[src/rtl/timing_gen_pkg.sv]
package timing_gen_pkg;
  localparam int NUM_CH = 4;

  typedef enum logic [1:0] {
    CH_START_HOLD  = 2'd0,
    CH_START_SETUP = 2'd1,
    CH_DATA_HOLD   = 2'd2,
    CH_SLV_SETUP   = 2'd3
  } chan_e;

  function automatic int max_w(input int a, input int b);
    return (a > b) ? a : b;
  endfunction
endpackage

[src/rtl/tg_interval_sel.sv]
module tg_interval_sel
  import timing_gen_pkg::*;
#(
  parameter int TW = 9,
  parameter int SW = 16,
  parameter int CW = 16
) (
  input  logic                       fast_mode_i,
  input  logic [TW-1:0]              start_hold_std_i,
  input  logic [TW-1:0]              start_hold_fst_i,
  input  logic [TW-1:0]              start_setup_std_i,
  input  logic [TW-1:0]              start_setup_fst_i,
  input  logic [TW-1:0]              data_hold_i,
  input  logic [SW-1:0]              slave_setup_i,
  output logic [NUM_CH-1:0][CW-1:0]  delay_o
);
  logic [TW-1:0] hold_sel;
  logic [TW-1:0] setup_sel;
  logic [SW-1:0] slv_adj;

  always_comb begin
    hold_sel  = fast_mode_i ? start_hold_fst_i  : start_hold_std_i;
    setup_sel = fast_mode_i ? start_setup_fst_i : start_setup_std_i;
    // slave setup is one cycle shorter than programmed, saturating at zero
    slv_adj   = (slave_setup_i <= SW'(1)) ? '0 : slave_setup_i - SW'(1);
    delay_o[CH_START_HOLD]  = CW'(hold_sel);
    delay_o[CH_START_SETUP] = CW'(setup_sel);
    delay_o[CH_DATA_HOLD]   = CW'(data_hold_i);
    delay_o[CH_SLV_SETUP]   = CW'(slv_adj);
  end
endmodule

[src/rtl/tg_delay_chan.sv]
module tg_delay_chan #(
  parameter int CW = 16
) (
  input  logic          clk,
  input  logic          rst,
  input  logic          en_i,
  input  logic          trig_i,
  input  logic [CW-1:0] delay_i,
  output logic          strobe_o
);
  logic [CW-1:0] remain_q;
  logic          active_q;

  always_ff @(posedge clk) begin
    if (rst || !en_i) begin
      remain_q <= '0;
      active_q <= 1'b0;
      strobe_o <= 1'b0;
    end else if (trig_i) begin
      // value captured here; 0 and 1 fire on the trigger edge itself
      if (delay_i <= CW'(1)) begin
        remain_q <= '0;
        active_q <= 1'b0;
        strobe_o <= 1'b1;
      end else begin
        remain_q <= delay_i - CW'(1);
        active_q <= 1'b1;
        strobe_o <= 1'b0;
      end
    end else if (active_q) begin
      if (remain_q == CW'(1)) begin
        remain_q <= '0;
        active_q <= 1'b0;
        strobe_o <= 1'b1;
      end else begin
        remain_q <= remain_q - CW'(1);
        strobe_o <= 1'b0;
      end
    end else begin
      strobe_o <= 1'b0;
    end
  end
endmodule

[src/rtl/bus_timing_gen.sv]
module bus_timing_gen
  import timing_gen_pkg::*;
#(
  parameter int TW = 9,
  parameter int SW = 16
) (
  input  logic          clk,
  input  logic          rst,
  input  logic          enable_i,
  input  logic          fast_mode_i,
  input  logic [TW-1:0] start_hold_std_i,
  input  logic [TW-1:0] start_hold_fst_i,
  input  logic [TW-1:0] start_setup_std_i,
  input  logic [TW-1:0] start_setup_fst_i,
  input  logic [TW-1:0] data_hold_i,
  input  logic [SW-1:0] slave_setup_i,
  input  logic          start_issue_i,
  input  logic          scl_released_i,
  input  logic          scl_fall_i,
  input  logic          stretch_release_i,
  output logic          scl_low_ok_o,
  output logic          start_gen_ok_o,
  output logic          sda_change_ok_o,
  output logic          slave_data_ok_o
);
  localparam int CW = max_w(TW, SW);

  logic [NUM_CH-1:0][CW-1:0] delay;
  logic [NUM_CH-1:0]         trig;
  logic [NUM_CH-1:0]         strobe;

  assign trig[CH_START_HOLD]  = start_issue_i;
  assign trig[CH_START_SETUP] = scl_released_i;
  assign trig[CH_DATA_HOLD]   = scl_fall_i;
  assign trig[CH_SLV_SETUP]   = stretch_release_i;

  tg_interval_sel #(.TW(TW), .SW(SW), .CW(CW)) u_sel (
    .fast_mode_i       (fast_mode_i),
    .start_hold_std_i  (start_hold_std_i),
    .start_hold_fst_i  (start_hold_fst_i),
    .start_setup_std_i (start_setup_std_i),
    .start_setup_fst_i (start_setup_fst_i),
    .data_hold_i       (data_hold_i),
    .slave_setup_i     (slave_setup_i),
    .delay_o           (delay)
  );

  for (genvar g = 0; g < NUM_CH; g++) begin : g_chan
    tg_delay_chan #(.CW(CW)) u_chan (
      .clk      (clk),
      .rst      (rst),
      .en_i     (enable_i),
      .trig_i   (trig[g]),
      .delay_i  (delay[g]),
      .strobe_o (strobe[g])
    );
  end

  assign scl_low_ok_o    = strobe[CH_START_HOLD];
  assign start_gen_ok_o  = strobe[CH_START_SETUP];
  assign sda_change_ok_o = strobe[CH_DATA_HOLD];
  assign slave_data_ok_o = strobe[CH_SLV_SETUP];
endmodule

[config.mk]
export PLATFORM = sky130hd
export DESIGN_NAME = bus_timing_gen
export DESIGN_NICKNAME = d
export VERILOG_FILES = /design/src/rtl/timing_gen_pkg.sv /design/src/rtl/tg_interval_sel.sv /design/src/rtl/tg_delay_chan.sv /design/src/rtl/bus_timing_gen.sv
export SDC_FILE = /design/constraint.sdc
export NUM_CORES = 1
export LEC_CHECK = 0
export BUFFER_PORTS_ARGS = -buffer_cell sky130_fd_sc_hd__buf_2
export CORE_MARGIN = 1.5
export CORE_UTILIZATION = 38
export DETAILED_ROUTE_END_ITERATION = 8
export GPL_TIMING_DRIVEN = 1
export PLACE_DENSITY = 0.58
export SYNTH_ARGS = -nofsm -noshare
export SYNTH_HDL_FRONTEND = slang
export SYNTH_HIERARCHICAL = 1
export SYNTH_SLANG_ARGS = --single-unit
[constraint.sdc]
create_clock -name clk -period 3.4 [get_ports clk]
set_input_delay 0.34 -clock clk [delete_from_list [all_inputs] [get_ports clk]]
set_output_delay 0.34 -clock clk [all_outputs]
set_load 0.05 [all_outputs]
==> run metrics <==
post-cts resize count=0; biggest area consumer among synthesized cells=dfxtp_1; die area=18000 um^2; vias in the first global route=6000; max-slew violations=0; P&R area growth vs syn=10.3%; Cell Area, Synth=6550 um^2; top cells by area, synth=dfxtp_1 (22%), xnor2_1 (5.6%), nor2_1 (4.8%); CP peak stage delay=0.46 ns; Yosys warnings=6; Post-DRT Antenna Nets=0; WHS Path Cells=4; Critical-path top delay cell=nor4_1; Post-DP Area=6940 um^2; fin util=43.2%; RePlAce Congestion=0.883; reg2reg setup slack=1.13 ns; Final Cycle Share=87.8%; clk sinks=72; # fillers=1715; Slew HR=31.7%; die height=134 um; CP required=3.62 ns; cell mode on critical path=nor4_1; Residual DRC=0; top-count cell post-synth=nor2_1; RSZ-0062 raised after global routing=no; Die W=134 um; Multi-input gate area=4640 um^2; total CTS buffers=9; Slew @ Worst Pin=1.01 ns; post-synth cell types=78; I/O Buffers=72; routed length per instance=15.2 um; H-Tree Depth=3; cell family with most CP delay=simple AND/OR/NAND/NOR gates; Post-Place Cells=1101; layout cell share with drive strength beyond 1=16.6%; worst hold start=data_hold_i[6]; Layout Nets=979; worst skew pair latency=0.33 ns; setup TNS=0 ns; Hold-fix buffers, CTS=0; startpoint types=primary input; Top FF cell, synth=dfxtp_1; Max Cap Violations=0; post-synthesis async set-or-reset flop share=0%; Hold WS=0.363 ns; Crit Reg-Reg Endpoint=g_chan[2].u_chan/remain_q[3]$_SDFFE_PP0P_; Buf/Inv on CP=2; post-detail-place hpwl=12700 um; Endpoint, Worst Hold=g_chan[2].u_chan/remain_q[6]$_SDFFE_PP0P_; Core ar.=16700 um^2; register area share after synthesis=22.0%; num rows=47; status=finished, final reports clean; Layout Cells excl Fill=1117; Routed WL=17000 um; post-synthesis register bit count=72; post-layout min period=2.99 ns; Post CTS Setup Buffer Count=0; largest net degree at the start of global routing=19; synth cell count leaders=nor2_1 (83), dfxtp_1 (72), nand2_1 (53); Worst Skew=0.00546 ns; CTS root buffer=clkbuf_16; Starting Density=39.2%; Hold/Removal Path Class=in2reg; Pwr Density=361 nW/um^2; FF+latch area=1440 um^2; drt first pass iters=5; Congestion Overflow GR=0; reg2reg start=g_chan[2].u_chan/remain_q[0]$_SDFFE_PP0P_; worst-path cell chain=buf_2 -> nor4_1 -> o211ai_1 -> nor4_4 -> buf_4 -> nor2_1 -> nor4_1 -> and4_1 -> a21bo_2 -> nor3_1 -> a311o_1; Finished Cell Area=7220 um^2; IR drop worst, VDD=232 uV; Worst Path Max Fanout=13; clk buf depth=2; Worst-path clk slew=0.06 ns; top cell type's share of synthesized area=22.0%; fmax=335 MHz; detailed router's first-iteration violation count=592; IO Pins=73; CP Class=in2reg; crit path DAT=3.20 ns; mean post-synth cell area=7.72 um^2; number of synthesized flops with an enable pin=0; initial antenna violation count=0; P_leak=2.67 nW; CTS tree=built; DR vias=6497; CP Capture Type=flip-flop; post-synthesis cell count=848; Inserted Diodes=0; Reg2Reg Depth=6; first-pass GRT wire length=28800 um; via-per-instance ratio=5.82; GRT Util Overall=19.2%; Hold Vio Cnt, Final=0; final setup vio count=0
metal layers:
layer	track usage (%)	part of all wire, %
met1	26.6	50
met5	0	0
met4	4.84	1.1
met2	30.7	45
met3	3.33	4.1
registers in the layout (all words and copies together) (netlist names):
signal / flops
g_chan.u_chan/active_q: 4
g_chan.u_chan/strobe_o: 4
g_chan.u_chan/remain_q: 64
area by class of cell:
| type | instances | share of cell area [%] |
|---|---|---|
| Clock buffer | 13 | 3.33 |
| Clock inverter | 3 | 0.589 |
| Inverter | 34 | 1.77 |
| Multi-Input combinational cell | 690 | 64.2 |
| Sequential cell | 72 | 20.0 |
| Tap cell | 220 | 3.81 |
| Timing Repair Buffer | 85 | 6.34 |
cells by family (layout without fill, tap and decap cells):
logic type | after synthesis | after routing | share of synthesized area [%]
muxes | 21 | 21 | 3.61
AOI/OAI and AO/OA | 192 | 192 | 21.2
xor gates and xnor gates | 63 | 63 | 8.43
and+or+nand+nor | 375 | 375 | 33.0
adders and majority gates | 18 | 18 | 3.44
DFF | 72 | 72 | 22.0
other | 1 | 21 | 0.0573
buffers and inverters | 106 | 135 | 8.31
per-stage QoR:
stage,setup slack [ns],power [mW]
CTS,0.479,2.62
detailed placement,0.144,1.68
global placement,0.270,1.69
finish,0.414,2.60
global route,0.125,2.76
floorplan,0.112,1.54
power by group:
group          total (mW)  switching (mW)  internal (mW)
combinational       0.737           0.440          0.297
sequential          0.941          0.0532          0.887
clock               0.927           0.358          0.568
total                2.60           0.851           1.75
worst max path at each step:
stage	startpoint	endpoint	slack, ns	cells after the start
3_3_place_gp	slave_setup_i[8]	g_chan[3].u_chan/remain_q[10]$_SDFFE_PP0P_	0.27	11
5_1_grt	slave_setup_i[6]	g_chan[3].u_chan/remain_q[12]$_SDFFE_PP0P_	0.13	11
4_1_cts	slave_setup_i[6]	g_chan[3].u_chan/remain_q[12]$_SDFFE_PP0P_	0.48	11
3_5_place_dp	slave_setup_i[6]	g_chan[3].u_chan/remain_q[12]$_SDFFE_PP0P_	0.14	11
2_1_floorplan	slave_setup_i[6]	g_chan[3].u_chan/remain_q[10]$_SDFFE_PP0P_	0.11	12
6_report	slave_setup_i[6]	g_chan[3].u_chan/remain_q[12]$_SDFFE_PP0P_	0.41	11
placed cells by master (no fill, tap or decap), drive strengths merged, types with 21 or more instances in the layout:
cell type,n
mux2,21
nand4,28
buf,85
inv,34
xor2,21
nand3,33
dfxtp,72
nor2,83
conb,21
a21oi,34
nor4,36
nor3,34
o21ai,23
xnor2,42
nand2,53
worst min-delay path, stage by stage:
cell,delay (ns)
buf_2,0.10
xnor2_1,0.08
nand2_1,0.07
a21oi_1,0.05
No activity file was read; power rests on OpenSTA's default activity.
